**config.mk**
```make
export PLATFORM = sky130hd
export DESIGN_NAME = tap_route_sel
export DESIGN_NICKNAME = d
export VERILOG_FILES = /design/src/rtl/tap_route_pkg.sv /design/src/rtl/tap_rst_sync.sv /design/src/rtl/tap_mode_decode.sv /design/src/rtl/tap_src_mux.sv /design/src/rtl/tap_route_sel.sv
export SDC_FILE = /design/constraint.sdc
export NUM_CORES = 1
export LEC_CHECK = 0
export CAP_MARGIN = 20
export CORE_AREA = 5 5 42 44
export CTS_CLUSTER_SIZE = 8
export DETAILED_ROUTE_END_ITERATION = 10
export DIE_AREA = 0 0 47 49
export RECOVER_POWER = 100
export SYNTH_ARGS = -nofsm -noshare
export SYNTH_HDL_FRONTEND = slang
export SYNTH_SLANG_ARGS = --single-unit
export TNS_END_PERCENT = 30
```
**constraint.sdc**
```tcl
create_clock -name clk_i -period 0.8 [get_ports clk_i]
set_input_delay 0.2 -clock clk_i [delete_from_list [all_inputs] [get_ports clk_i]]
set_output_delay 0.2 -clock clk_i [all_outputs]
set_load 0.05 [all_outputs]
```
**src/rtl/tap_route_pkg.sv**
```systemverilog
package tap_route_pkg;
  localparam int MODE_W = 3;

  typedef enum logic [MODE_W-1:0] {
    MD_THRU    = 3'd0,
    MD_SPLIT_E = 3'd1,
    MD_SPLIT_F = 3'd2,
    MD_LOOP_E  = 3'd3,
    MD_LOOP_F  = 3'd4
  } mode_e;

  typedef enum logic [1:0] {
    SRC_E_RX = 2'd0,
    SRC_F_RX = 2'd1,
    SRC_GEN  = 2'd2,
    SRC_QRS  = 2'd3
  } src_e;

  typedef struct packed {
    src_e e_tx;
    src_e f_tx;
    src_e det;
    logic e_term;
    logic f_term;
  } route_t;
endpackage

```
**src/rtl/tap_rst_sync.sv**
```systemverilog
module tap_rst_sync #(
  parameter int STAGES = 2
) (
  input  logic clk_i,
  input  logic rst_ni,
  output logic rst_sync_no
);
  logic [STAGES-1:0] sync_d;
  logic [STAGES-1:0] sync_q;

  assign sync_d[0] = 1'b1;
  for (genvar i = 1; i < STAGES; i++) begin : g_stage
    assign sync_d[i] = sync_q[i-1];
  end

  always_ff @(posedge clk_i or negedge rst_ni) begin
    if (!rst_ni) sync_q <= '0;
    else         sync_q <= sync_d;
  end

  assign rst_sync_no = sync_q[STAGES-1];
endmodule

```
**src/rtl/tap_mode_decode.sv**
```systemverilog
module tap_mode_decode
  import tap_route_pkg::*;
(
  input  logic [MODE_W-1:0] mode_i,
  output route_t            route_o
);
  always_comb begin
    route_o = '{e_tx: SRC_F_RX, f_tx: SRC_E_RX, det: SRC_E_RX,
                e_term: 1'b0, f_term: 1'b0};
    case (mode_i)
      MD_SPLIT_E: begin
        route_o.e_tx = SRC_GEN;
        route_o.f_tx = SRC_F_RX;
        route_o.det  = SRC_E_RX;
      end
      MD_SPLIT_F: begin
        route_o.e_tx = SRC_E_RX;
        route_o.f_tx = SRC_GEN;
        route_o.det  = SRC_F_RX;
      end
      MD_LOOP_E: begin
        route_o.e_tx   = SRC_E_RX;
        route_o.f_tx   = SRC_QRS;
        route_o.det    = SRC_E_RX;
        route_o.f_term = 1'b1;
      end
      MD_LOOP_F: begin
        route_o.e_tx   = SRC_QRS;
        route_o.f_tx   = SRC_F_RX;
        route_o.det    = SRC_F_RX;
        route_o.e_term = 1'b1;
      end
      default: ;
    endcase
  end
endmodule

```
**src/rtl/tap_src_mux.sv**
```systemverilog
module tap_src_mux
  import tap_route_pkg::*;
#(
  parameter int W = 1
) (
  input  src_e         sel_i,
  input  logic [W-1:0] e_rx_i,
  input  logic [W-1:0] f_rx_i,
  input  logic [W-1:0] gen_i,
  input  logic [W-1:0] qrs_i,
  output logic [W-1:0] out_o
);
  always_comb begin
    case (sel_i)
      SRC_E_RX: out_o = e_rx_i;
      SRC_F_RX: out_o = f_rx_i;
      SRC_GEN:  out_o = gen_i;
      default:  out_o = qrs_i;
    endcase
  end
endmodule

```
**src/rtl/tap_route_sel.sv**
```systemverilog
module tap_route_sel
  import tap_route_pkg::*;
#(
  parameter int W          = 1,
  parameter int RST_STAGES = 2
) (
  input  logic              clk_i,
  input  logic              rst_ni,
  input  logic [MODE_W-1:0] mode_i,
  input  logic [W-1:0]      e_rx_i,
  input  logic [W-1:0]      f_rx_i,
  input  logic [W-1:0]      gen_i,
  input  logic [W-1:0]      qrs_i,
  output logic [W-1:0]      e_tx_o,
  output logic [W-1:0]      f_tx_o,
  output logic [W-1:0]      det_o,
  output logic              e_term_o,
  output logic              f_term_o
);
  localparam int NUM_LANES = 3;

  logic                rst_sync_n;
  route_t              route;
  src_e                lane_sel [NUM_LANES];
  logic [W-1:0]        lane_d   [NUM_LANES];
  logic [W-1:0]        lane_q   [NUM_LANES];
  logic                e_term_d, f_term_d;
  logic                e_term_q, f_term_q;

  tap_rst_sync #(.STAGES(RST_STAGES)) u_rst_sync (
    .clk_i       (clk_i),
    .rst_ni      (rst_ni),
    .rst_sync_no (rst_sync_n)
  );

  tap_mode_decode u_decode (
    .mode_i  (mode_i),
    .route_o (route)
  );

  assign lane_sel[0] = route.e_tx;
  assign lane_sel[1] = route.f_tx;
  assign lane_sel[2] = route.det;

  for (genvar l = 0; l < NUM_LANES; l++) begin : g_lane
    tap_src_mux #(.W(W)) u_mux (
      .sel_i  (lane_sel[l]),
      .e_rx_i (e_rx_i),
      .f_rx_i (f_rx_i),
      .gen_i  (gen_i),
      .qrs_i  (qrs_i),
      .out_o  (lane_d[l])
    );

    always_ff @(posedge clk_i or negedge rst_sync_n) begin
      if (!rst_sync_n) lane_q[l] <= '0;
      else             lane_q[l] <= lane_d[l];
    end
  end

  always_comb begin
    e_term_d = route.e_term;
    f_term_d = route.f_term;
  end

  always_ff @(posedge clk_i or negedge rst_sync_n) begin
    if (!rst_sync_n) begin
      e_term_q <= 1'b0;
      f_term_q <= 1'b0;
    end else begin
      e_term_q <= e_term_d;
      f_term_q <= f_term_d;
    end
  end

  assign e_tx_o   = lane_q[0];
  assign f_tx_o   = lane_q[1];
  assign det_o    = lane_q[2];
  assign e_term_o = e_term_q;
  assign f_term_o = f_term_q;
endmodule

```
=== Yosys cells after proc, flatten, opt, wreduce, memory -nomap -nowiden ===
Cells that the tools add are included.

* Flip-flop bits (word level): 7
* Bits in latches: 0
* Bits in writable memories: 0
* ROM bits: 0
* Input port bits: 9
* Output and inout bits: 5
* Word-level logic and storage cells: 25
* Memories: 0

* $add $sub $neg: 0
* Multipliers: 0
* Divide/modulo/power cells: 0
* $lt $le $gt $ge: 0
* Equal/unequal tests: 10
* Shifts and indexed selects: 0
* Multiplexer cells: 6
* Bitwise gates (word level): 0
* Reductions and logical operators: 3

{| class="wikitable"
|+ Operator list
! cell !! number
|-
| 6-bit case mux with 4 select lines || 1
|-
| 1-bit case mux with 3 select lines || 3
|-
| 2-bit by 1-bit equality test with 1-bit output (second input constant) || 3
|-
| 2-bit equality test (second input constant) || 3
|-
| 3-bit by 2-bit equality test with 1-bit output (second input constant) || 2
|-
| 2-bit zero test || 3
|-
| 3-bit by 1-bit equality test with 1-bit output (second input constant) || 1
|-
| 3-bit equality test (second input constant) || 1
|-
| 1-bit 2-to-1 mux || 2
|}

=== Longest topological paths before layout ===
* Depth after elaboration: 4
* Depth in mapped cells: 4
* Depth with buffers taken out: 3

=== By module ===
From an unflattened synthesis, not the netlist that was laid out.

* Cell total of the unflattened synthesis: 23
* Area, all modules: 327.8 µm²

{| class="wikitable"
|+ Modules (own cells, without submodules)
! module !! times used !! cells each !! area an instance (µm²) !! seq. area each (µm²)
|-
| tap_route_sel || 1 || 5 || 125.1 || 125.1
|-
| tap_mode_decode || 1 || 12 || 81.3 || 0.0
|-
| tap_src_mux || 3 || 1 || 22.5 || 0.0
|-
| tap_rst_sync || 1 || 3 || 53.8 || 50.0
|}

=== Worst setup path before layout ===
OpenSTA, ideal clock, no wires.

* Path type: input -> register
* Start point: in mode_i[1]
* End point: reg lane_q (netlist bit det_o)
* Library setup time: 127 ps
* Arrival: 826 ps
* Data required time: 673 ps
* Slack: -153 ps
* Stages on the path: 4
* Buffers on the path: 1
* Cells stage by stage: buf_6 -> xnor2_1 -> nor2_1 -> mux2_1

* Word-level cells in the longest chain between the ends: 4
* Elaborated cells between the ends (all ways): 9
* Classes of those cells: eq/ne: 6; mux: 2; reduce/logical: 1

{| class="wikitable"
|+ Ends and longest elaborated chain
! what !! RTL line !! text
|-
| start, declared || tap_route_sel.sv:9 || <nowiki>input logic [MODE_W-1:0] mode_i,</nowiki>
|-
| 3-bit equality test (tied with other cells) || tap_mode_decode.sv:10 || <nowiki>case (mode_i)</nowiki>
|-
| 6-bit case mux with 4 select lines (*) || tap_mode_decode.sv:10 ||
|-
| 2-bit equality test (tied with other cells) || tap_src_mux.sv:14 || <nowiki>case (sel_i)</nowiki>
|-
| 1-bit case mux with 3 select lines (*) || tap_src_mux.sv:14 ||
|-
| via g_lane[2].u_mux.out_o || tap_src_mux.sv:11 || <nowiki>output logic [W-1:0] out_o</nowiki>
|-
| end signal, assigned by index || tap_route_sel.sv:57 || <nowiki>else lane_q[l] <= lane_d[l];</nowiki>
|-
| end, declared || tap_route_sel.sv:26 || <nowiki>logic [W-1:0] lane_q [NUM_LANES];</nowiki>
|}

Mark *: on every way through the listed nets, which the timed path passes. The rest lies on a longest branch.

=== Worst setup path in the final report ===
* Start point: reg f_term_q (netlist: f_term_o)
* End point: out f_term_o

{| class="wikitable"
|+ RTL lines
! what !! RTL line !! text
|-
| start, declared || tap_route_sel.sv:28 || <nowiki>logic e_term_q, f_term_q;</nowiki>
|-
| start signal, assigned || tap_route_sel.sv:72 || <nowiki>f_term_q <= f_term_d;</nowiki>
|-
| end, declared || tap_route_sel.sv:18 || <nowiki>output logic f_term_o</nowiki>
|}

No word-level cell between the ends.

==> flow_summary.ini <==
[setup_path]
r2r_start = u_rst_sync.sync_q[0]
path_cells = buf_12
cp_data_required_time_ns = 0.60
slowest_stage = dfrtp_1
crit_path_start_kind = register
crit_family = flip-flops
crit_type = register to output pin
cp.arrival_ns = 0.78
endpoint_kind = output pin
critPathMaxStageDelay_ns = 0.39
setup.worst_path.start = f_term_o
path_max_fanout = 1
cp_num_buf_inv = 1

[sta]
drv_slew = 0
fin_ws_ns = -0.1831
timing.hold.ws_ns = 0.06655
hold_viol_final = 0
layout_min_cycle_time_ns = 0.9831
fin_skew_ns = 0.0005708
setup_violations = 8
timing.fmax_mhz = 1017
rsz0062_at_grt = yes
fin_crit_sh_pct = 122.9

[synth]
yosysUniqueCellTypes = 16
yosysSeqAreaShare_pct = 52.04
syn_area_per_cell_um2 = 11.61
ys_warn_count = 0
synth_top_cells_by_area = dfrtp_1 52%, mux2i_1 12%, buf_6 6.7%
synth_largest_area_cell = dfrtp_1
synth_nets = 38
syn_inst = 29
synth.top_cell.area_share_pct = 52.04
ys_ff_latch = 7
synth_area_um2 = 336.6

[place]
place_hpwl_um = 488
placed_area_um2 = 559.3
portBuffers = 13
gp_congestion = 0.8304

[routing]
drt_drc_violations_left = 0
route.vias.total = 281
detail-route-antenna-nets = 0
wl_per_cell_um = 9.044
avgViaCountPerCell = 4.132
postRouteWirelength_um = 615
drt_pass1_iterations = 1
drtIter0Drc = 0

[cts]
ctsRootBufferMaster = clkbuf_4
hold_buffers = 0
cts_made_buffers = 3
path_clk_slew_ns = 0.05
clock_latency_ns = 0.24
ctsHtreeMaxLevel = 1
tritoncts = built
cts_buffer_depth = 2
cts.sinks = 7

[cells_and_area]
drive_above_1_share_pct = 51.92
area_delta_synth_final_pct = 84.01
fin_nets = 62
design_area_um2 = 619.3
antenna_cells = 0
final_cell_mix = 7 x dfrtp_1, 7 x buf_4, 5 x buf_12

[floorplanning]
pin_count = 14
core_um2 = 1401
die-area_um2 = 2303
std_cell_rows = 14
die_h_um = 49
die_w_um = 47
start_util_pct = 24.02

[global_route]
grt_usage_pct = 6.615
grt_pass1_wl_um = 1090
grt_pass1_vias = 292
grt_antenna_before_repair = 0
grt_max_degree = 7
overflow = 0

[pwr]
power.density_nw_per_um2 = 1614
ir_worst_vdd_v = 0.0004894
leakage_nw = 0.3008

[min_path]
hold_class = register to async pin

[run_status]
violations = negative setup slack
status = finished with violations

[run]
drv_cap = 0
## registers in the layout (all words and copies together) (netlist names)
signal	flops
u_rst_sync.sync_q	2
det_o	1
e_term_o	1
e_tx_o	1
f_term_o	1
f_tx_o	1
## power by group
part	internal (mW)	total, mW	switching (mW)
Sequential	0.380	0.399	0.0195
Clock	0.189	0.298	0.109
Combinational	0.162	0.303	0.141
Total	0.730	1.00	0.270
## cells in the mapped netlist (all sizes together)
library cell,count
mux2,1
o211a,1
nor4b,1
o311a,1
nor3,1
mux2i,4
conb,1
nor2,3
and3,1
a21oi,2
xnor2,1
dfrtp,7
nand3,1
nand2,1
inv,1
buf,2
## logic make-up after synthesis
kind of cell,synth area share [%]
multiplexers,15.24
flip-flops,52.05
buffers and inverters,7.805
AND/OR/NAND/NOR,12.26
AO/OA/AOI/OAI,8.922
XOR/XNOR,2.603
other,1.114
## cell type report
cell class,count,area (um2)
clock buffer,4,26.28
fill,141,782.0
inverter,1,3.754
multi-input combinational,19,167.7
sequential,7,175.2
tap,16,20.02
timing repair buffer,21,226.5
## final timing paths
check | endpoint | slack (ns) | depth (start not counted)
setup / recovery | f_term_o | -0.18 | 1
hold / removal | e_tx_o | 0.07 | 0
setup reg to reg | u_rst_sync.sync_q[1] | 0.33 | 0
hold reg to reg | e_tx_o | 0.07 | 0
max in group asynchronous | u_rst_sync.sync_q[1] | 0.50 | 1
min in group clk_i | det_o | 0.26 | 2
## metal layers
metal | routed length [um] | global-route usage, % | vias up
met3 | 63 | 0 | 0
li1 | - | - | 144
met2 | 303 | 8.145 | 12
met1 | 248 | 8.844 | 125
met5 | 0 | 0 | -
met4 | 0 | 8.295 | 0
## stage by stage
step | power, mW | cells | setup WS [ns] | TNS [ns] | utilization, %
after floorplan | 0.5304 | 29 | -0.1530 | -0.2756 | -
after global placement | 0.6901 | 62 | -0.6086 | -2.734 | 39.91
after detailed placement | 0.6911 | 62 | -0.6183 | -2.768 | 39.91
after CTS | 1.024 | 68 | -0.1994 | -0.9824 | 44.82
after global routing | 1.049 | 68 | -0.2145 | -1.352 | 44.20
final | 0.9998 | 68 | -0.1831 | -1.130 | 44.20
## what timing repair did
item / in CTS / in global routing
setup endpoints to repair: 10 / 8
hold endpoints to repair: 0 / 0
buffers inserted: 2 / 0
gates resized for setup: 25 / 3
pin swaps: 4 / 2
Note: power is estimated with default switching activity, not from simulation.
